**src/rtl/evt_counter_bank.sv**
```systemverilog
module evt_counter_bank #(
  parameter int NCNT = 4,
  parameter int CW   = 32,
  parameter int EW   = 7,
  parameter int AW   = 4,
  localparam int NEV = 1 << EW
) (
  input  logic           clk,
  input  logic           rst_n,
  input  logic [NEV-1:0] evt_i,
  input  logic           mon_evt_i,
  input  logic           mark_i,
  input  logic           sv_we,
  input  logic [AW-1:0]  sv_addr,
  input  logic [CW-1:0]  sv_wdata,
  output logic [CW-1:0]  sv_rdata,
  input  logic           usr_we,
  input  logic [AW-1:0]  usr_addr,
  input  logic [CW-1:0]  usr_wdata,
  output logic [CW-1:0]  usr_rdata,
  output logic           irq_o
);
  localparam int LW        = EW + 4;
  localparam int CIW       = $clog2(NCNT);
  localparam int SPEC_BASE = NEV / 2;
  localparam int CHAIN     = 83;
  localparam int B_M0      = EW;
  localparam int B_M1      = EW + 1;
  localparam int B_XG      = EW + 2;
  localparam int B_IE      = EW + 3;
  localparam int A_GCTL    = 2 * NCNT;
  localparam int A_GSTAT   = 2 * NCNT + 1;

  logic [CW-1:0]   cnt_q [NCNT];
  logic [LW-1:0]   lcl_q [NCNT];
  logic            frz_q, fov_q;
  logic [NCNT-1:0] ovf_q, inc, wrap, cnt_wr, ie;
  logic            fov_trip, gctl_wr, gstat_wr;

  assign gctl_wr  = sv_we && sv_addr == AW'(A_GCTL);
  assign gstat_wr = sv_we && sv_addr == AW'(A_GSTAT);
  assign fov_trip = fov_q && |(wrap & ie);
  assign irq_o    = |(ovf_q & ie);

  for (genvar g = 0; g < NCNT; g++) begin : g_ie
    assign ie[g] = lcl_q[g][B_IE];
  end

  always_comb begin
    logic          cy, hit, m_ok, x_ok;
    logic [EW-1:0] ev;
    cy = 1'b0;
    for (int i = NCNT - 1; i >= 0; i--) begin
      ev   = lcl_q[i][EW-1:0];
      m_ok = (mark_i && lcl_q[i][B_M1]) || (!mark_i && lcl_q[i][B_M0]);
      x_ok = !lcl_q[i][B_XG] || mon_evt_i;
      if (ev == EW'(CHAIN))
        hit = cy;
      else if (int'(ev) >= SPEC_BASE)
        hit = (ev[CIW-1:0] == CIW'(i)) && evt_i[ev] && m_ok && x_ok;
      else
        hit = evt_i[ev] && m_ok && x_ok;
      cnt_wr[i] = sv_we && sv_addr == AW'(i);
      inc[i]    = hit && !frz_q && !cnt_wr[i];
      wrap[i]   = inc[i] && (&cnt_q[i]);
      cy        = wrap[i];
    end
  end

  always_ff @(posedge clk or negedge rst_n) begin
    if (!rst_n) begin
      for (int i = 0; i < NCNT; i++) begin
        cnt_q[i] <= '0;
        lcl_q[i] <= '0;
      end
      frz_q <= 1'b1;
      fov_q <= 1'b0;
      ovf_q <= '0;
    end else begin
      for (int i = 0; i < NCNT; i++) begin
        if (cnt_wr[i])    cnt_q[i] <= sv_wdata;
        else if (inc[i])  cnt_q[i] <= cnt_q[i] + CW'(1);
        if (sv_we && sv_addr == AW'(NCNT + i)) lcl_q[i] <= sv_wdata[LW-1:0];
      end
      if (gctl_wr) begin
        frz_q <= sv_wdata[0] || fov_trip;
        fov_q <= sv_wdata[1];
      end else if (fov_trip) begin
        frz_q <= 1'b1;
      end
      ovf_q <= (ovf_q & ~(gstat_wr ? sv_wdata[NCNT-1:0] : '0)) | wrap;
    end
  end

  function automatic logic [CW-1:0] rd_mux(input logic [AW-1:0] a);
    logic [CW-1:0] r;
    r = '0;
    for (int i = 0; i < NCNT; i++) begin
      if (a == AW'(i))        r = cnt_q[i];
      if (a == AW'(NCNT + i)) r = CW'(lcl_q[i]);
    end
    if (a == AW'(A_GCTL))  r = CW'({fov_q, frz_q});
    if (a == AW'(A_GSTAT)) r = CW'(ovf_q);
    return r;
  endfunction

  always_comb sv_rdata  = rd_mux(sv_addr);
  always_comb usr_rdata = rd_mux(usr_addr);

  for (genvar g = 0; g < NCNT; g++) begin : g_chk
    assert_step_R4: assert property (@(posedge clk) disable iff (!rst_n)
      !cnt_wr[g] |=> (cnt_q[g] == $past(cnt_q[g]) || cnt_q[g] == $past(cnt_q[g]) + CW'(1)));
    assert_freeze_hold_R5: assert property (@(posedge clk) disable iff (!rst_n)
      (frz_q && !sv_we) |=> cnt_q[g] == $past(cnt_q[g]));
    assert_sticky_R10: assert property (@(posedge clk) disable iff (!rst_n)
      (ovf_q[g] && !(gstat_wr && sv_wdata[g])) |=> ovf_q[g]);
    assert_write_wins_R13: assert property (@(posedge clk) disable iff (!rst_n)
      cnt_wr[g] |=> cnt_q[g] == $past(sv_wdata));
    assert_user_ctl_R3: assert property (@(posedge clk) disable iff (!rst_n)
      (usr_we && !sv_we) |=> lcl_q[g] == $past(lcl_q[g]));
    assert_user_cnt_R3: assert property (@(posedge clk) disable iff (!rst_n)
      (usr_we && !sv_we && frz_q && usr_addr == AW'(g) && usr_wdata != cnt_q[g])
        |=> cnt_q[g] != $past(usr_wdata));
  end

  assert_mirror_R3: assert property (@(posedge clk) disable iff (!rst_n)
    (usr_addr == sv_addr) |-> usr_rdata == sv_rdata);
  assert_fov_R12: assert property (@(posedge clk) disable iff (!rst_n)
    fov_trip |=> frz_q);
  assert_irq_src_R11: assert property (@(posedge clk) disable iff (!rst_n)
    irq_o |-> |ovf_q);
endmodule

```
**config.mk**
```make
export PLATFORM = sky130hd
export DESIGN_NAME = evt_counter_bank
export DESIGN_NICKNAME = d
export VERILOG_FILES = /design/src/rtl/evt_counter_bank.sv
export SDC_FILE = /design/constraint.sdc
export NUM_CORES = 1
export LEC_CHECK = 0
export ABC_AREA = 1
export BUFFER_PORTS_ARGS = -buffer_cell sky130_fd_sc_hd__buf_2
export CELL_PAD_IN_SITES_DETAIL_PLACEMENT = 1
export CELL_PAD_IN_SITES_GLOBAL_PLACEMENT = 2
export CORE_MARGIN = 2
export CORE_UTILIZATION = 28
export CTS_BUF_LIST = sky130_fd_sc_hd__clkbuf_16
export CTS_CLUSTER_SIZE = 20
export DETAILED_ROUTE_END_ITERATION = 10
export PLACE_DENSITY = 0.77
export SLEW_MARGIN = 20
export SYNTH_ARGS = -nofsm -noshare
export SYNTH_HDL_FRONTEND = slang
export SYNTH_SLANG_ARGS = --single-unit
```
**constraint.sdc**
```tcl
create_clock -name clk -period 2.74 [get_ports clk]
set_input_delay 0.822 -clock clk [delete_from_list [all_inputs] [get_ports clk]]
set_output_delay 0.822 -clock clk [all_outputs]
set_load 0.005 [all_outputs]
```
==> flow_results.org <==
** Worst setup path
- At the worst endpoint, the required time is 3.16 ns.
- Worst path bufs/invs :: 3
- Critical path launch point :: lcl_q[11]
- Cell with the most instances on the worst path :: sky130_fd_sc_hd__nand2_1
- In this design, the largest share of critical-path delay is due to simple AND/OR/NAND/NOR gates.
- Slowest-stage cell, CP :: sky130_fd_sc_hd__dfrtp_4
- Worst flop-to-flop path startpoint :: lcl_q[11]
- The worst setup path is launched from a flop.
- Crit path cell chain :: buf_8, nor2_4, buf_12, nand2_1, nand4_1, nand3_2, nand2_4, nand2_1, nand3_2, nor2_1, nor2_1, nand2_2, a21oi_4, nand4_4, nand2_2, nand4_4, nand2_4, buf_6, nand4_1, o21bai_1, nand2_1, nand2_1
- The worst setup path is captured at a flop.
- In this run the worst path has a maximum fanout of 5.
- The critical path is of the flop to flop type.
- Data arrival, critical path :: 3.68 ns
- In this design, the stage delay of the slowest critical-path cell is 0.52 ns.
- Capturing point of the worst reg2reg path :: frz_q
- The number of cells on the worst reg-to-reg path is 22.
- Counting buffers and inverters, the worst setup path is 22 cells deep.
- For flop-to-flop paths, the worst setup slack is -0.51 ns.

** Synthesis
- After synthesis, the netlist uses 55 different library cells.
- Syn_nets :: 3059
- Among all flip-flop cells after synthesis, the most frequent one is sky130_fd_sc_hd__dfrtp_1.
- Average size of a mapped cell :: 6.164 um2
- Count of synthesis-stage warnings from yosys :: 0
- Of all flip-flops after synthesis, the portion carrying an async set or reset was 100.0%.
- In this run, synthesis produced a sequential element count of 178.
- In the synthesized netlist, the number of instances is 2849.
- Summing the sequential cell areas from Yosys gives 25.37% of the chip area.
- Number of enable-type register cells in the synthesized netlist :: 0
- In this run the cell area of the synthesized design comes to 17560 um2.

** Pwr
- Sw Ratio :: 49.00%
- Power per unit of standard cell area :: 681.9 nW/um2
- Summed over all cells, the static leakage comes to 12.77 nW.
- In this run, the clock network consumes 14.7% of the power.
- Of the total power, registers draw 23.9%.
- Combinational group share of total power :: 61.4%
- Worst ir drop on vdd :: 0.0004961 V
- Switching power of the nets :: 9.197 mW
- The internal portion of the total power is 9.572 mW.

** Global routing
- Maximum number of pins on one net before global-route repair :: 61
- Remaining Overflow, GRT :: 0
- The number of global-route vias before repair came to 25480.
- For this run, the total global-route usage over all layers was measured as 32.88%.
- The first global-routing pass estimated 159500 um of wire.
- The number of antenna violations at the first check in global routing was 1.

** Drt
- Total length of routed wires :: 111400 um
- Iteration-0 DRC Markers :: 1843
- The routed layout has 24570 vias.
- WL/cell :: 25.34 um
- The first detailed-routing pass took 6 iterations.
- For this run, design rule violations remaining after detail routing come to 0.
- Using the TritonRoute via totals, the vias-per-cell ratio works out to 5.590.
- Antenna-violating nets left :: 0

** Timing
- The final-report max-slew violation count was 0.
- For the pin with the worst max-slew slack, the measured transition is 0.6627 ns.
- In this run the tightest slew margin relative to its limit is 55.77%.
- Final Skew :: 0.01499 ns
- Final Critical Period :: 3.254 ns
- The final critical path takes up 118.8% of the cycle.
- Count of final setup violators :: 194
- RSZ-0062 raised after global routing :: true
- Across all setup checks in the final design, the least slack found is -0.5141 ns.
- Aggregate negative setup slack :: -61.15 ns
- Hold Fails Final Rpt :: 0
- Based on the critical path, the design can be clocked at up to 0.3073 GHz.

** Status
- Result of the run :: complete, but fails checks
- The checks that failed: negative setup slack.

** Placed design
- Dpl hpwl :: 82890 um
- The congestion estimate from routability-driven global placement came to 0.9769.
- Dpl cell area :: 23490 um2
- During placement, the flow inserted port buffers numbering 237.

** Floorplan
- Area enclosed by the die boundary :: 64730 um2
- Number of ports placed on the die boundary :: 271
- Number of core rows :: 91
- Initial standard-cell utilization of the core :: 28.40%
- The core region is 61830 um2.
- The die is 254.4 um tall.
- Horiz. Die Dim :: 254.4 um

** Cells and area
- Utilization after layout :: 44.52%
- Area grow syn2layout :: 56.74%
- N_diodes :: 0
- Share of final-layout standard cells stronger than drive strength 1 :: 35.15%
- Commonest non-fill, non-tap cell in the layout :: sky130_fd_sc_hd__nand2_1
- Leaving out fill and tap cells, the most frequent cells in the layout are sky130_fd_sc_hd__nand2_1, sky130_fd_sc_hd__buf_4, sky130_fd_sc_hd__inv_1.
- The net count of the finished layout is 3756.
- After routing the design area is 27530 um2.

** CTS
- The root buffer cell chosen for the clock tree is sky130_fd_sc_hd__clkbuf_16.
- CTS tree :: yes
- Clock tree sinks :: 178
- Clock-pin slew was measured on the worst setup and hold paths at 0.08 ns.
- For the worst-skew pair, the clock arrives at the later sink with an insertion delay of 0.48 ns.
- In this run, CTS created clock tree buffers numbering 17.
- Worst-case clock buffer depth :: 2
- CTS built an H-tree with a depth of 4.

** Min path
- The tightest min-delay check is of the input pin to asynchronous set/reset pin type.

** Job
- Across the run, the number of max-cap violations was 0.
==> through the flow <==
| stage | cells | power (mW) | hold slack (ns) | worst slack [ns] |
|---|---|---|---|---|
| after global routing | 4396 | 19.74 | 0.3868 | -0.6870 |
| after floorplan | 2849 | 9.122 | 0.4530 | -0.01561 |
| after detailed placement | 4263 | 14.06 | 0.4947 | -0.7878 |
| after CTS | 4348 | 17.57 | 0.3712 | -0.4372 |
| final | 4396 | 18.77 | 0.3479 | -0.5141 |
| after global placement | 4263 | 13.74 | 0.4674 | -0.7499 |
==> worst max path at each step <==
stage              endpoint
6_report              frz_q
5_1_grt               frz_q
4_1_cts               frz_q
3_5_place_dp   usr_rdata[4]
3_3_place_gp    sv_rdata[7]
2_1_floorplan     cnt_q[41]
==> metal layers <==
metal,global-route usage [%],up-vias,part of all wire [%]
met5,0,-,0.0081
met2,57.27,989,48
met1,38.65,12130,39
li1,-,11120,-
met4,20.34,2,7.6
met3,3.684,337,5.2
==> logic make-up after synthesis <==
family / share of synthesized area (%)
simple gates: 30.27
compound gates: 26.53
buf+inv: 12.05
flops: 25.37
xor+xnor: 5.436
fa+ha+maj: 0.2850
mux: 0.05700
==> cells in the mapped netlist, types with 6 or more instances <==
cell type | count | area, um2
sky130_fd_sc_hd__o21ai_1 | 15 | 75.07
sky130_fd_sc_hd__nand2_2 | 6 | 37.54
sky130_fd_sc_hd__buf_2 | 50 | 250.2
sky130_fd_sc_hd__dfrtp_1 | 177 | 4429
sky130_fd_sc_hd__nor4_1 | 13 | 81.33
sky130_fd_sc_hd__nor2_1 | 172 | 645.6
sky130_fd_sc_hd__o221ai_1 | 61 | 534.3
sky130_fd_sc_hd__a211oi_1 | 7 | 52.55
sky130_fd_sc_hd__inv_1 | 343 | 1287
sky130_fd_sc_hd__xnor2_1 | 10 | 87.58
sky130_fd_sc_hd__a21oi_1 | 188 | 940.9
sky130_fd_sc_hd__nand3_1 | 253 | 1266
sky130_fd_sc_hd__o2111ai_1 | 31 | 271.5
sky130_fd_sc_hd__nor3_1 | 64 | 320.3
sky130_fd_sc_hd__a31oi_1 | 12 | 75.07
sky130_fd_sc_hd__clkbuf_1 | 99 | 371.6
sky130_fd_sc_hd__o22ai_1 | 92 | 575.6
sky130_fd_sc_hd__nand4_1 | 25 | 156.4
sky130_fd_sc_hd__o21ai_0 | 307 | 1536
sky130_fd_sc_hd__inv_2 | 12 | 45.04
sky130_fd_sc_hd__o211ai_1 | 48 | 360.4
sky130_fd_sc_hd__clkinv_1 | 6 | 22.52
sky130_fd_sc_hd__xor2_1 | 99 | 867.1
sky130_fd_sc_hd__buf_4 | 6 | 45.04
sky130_fd_sc_hd__buf_1 | 11 | 41.29
sky130_fd_sc_hd__nand2_1 | 679 | 2549
sky130_fd_sc_hd__nor2_2 | 7 | 43.79
==> cell type report <==
| type | count | area [um2] |
|---|---|---|
| multi-input combinational | 2140 | 12700 |
| sequential | 178 | 4464 |
| fill | 7866 | 34300 |
| clock inverter | 15 | 188.9 |
| inverter | 361 | 1469 |
| timing repair inverter | 1 | 7.507 |
| timing repair buffer | 847 | 7227 |
| tap | 837 | 1047 |
| clock buffer | 17 | 425.4 |
==> repair_timing <==
action / 4_1_cts / 5_1_grt
gates resized for setup: 351 / 295
setup buffers: 48 / 39
hold buffers: 0 / 0
setup endpoints to repair: 194 / 194
cloned: 9 / 13
pin swaps: 45 / 81
hold endpoints to repair: 0 / 0
==> power groups by stage <==
stage | clock (mW) | sequential (mW) | combinational [mW]
6_report | 2.75 | 4.49 | 11.5
5_1_grt | 2.86 | 4.61 | 12.3
3_5_place_dp | 0 | 4.48 | 9.58
4_1_cts | 2.77 | 4.47 | 10.3
3_3_place_gp | 0 | 4.43 | 9.31
2_1_floorplan | 0 | 4.24 | 4.88
==> flip-flops by register name (all words and copies together) (netlist names) <==
signal	flops
fov_q	1
lcl_q	40
ie	4
ovf_q	4
frz_q	1
cnt_q	128
Power figures use the tool's default switching activity.
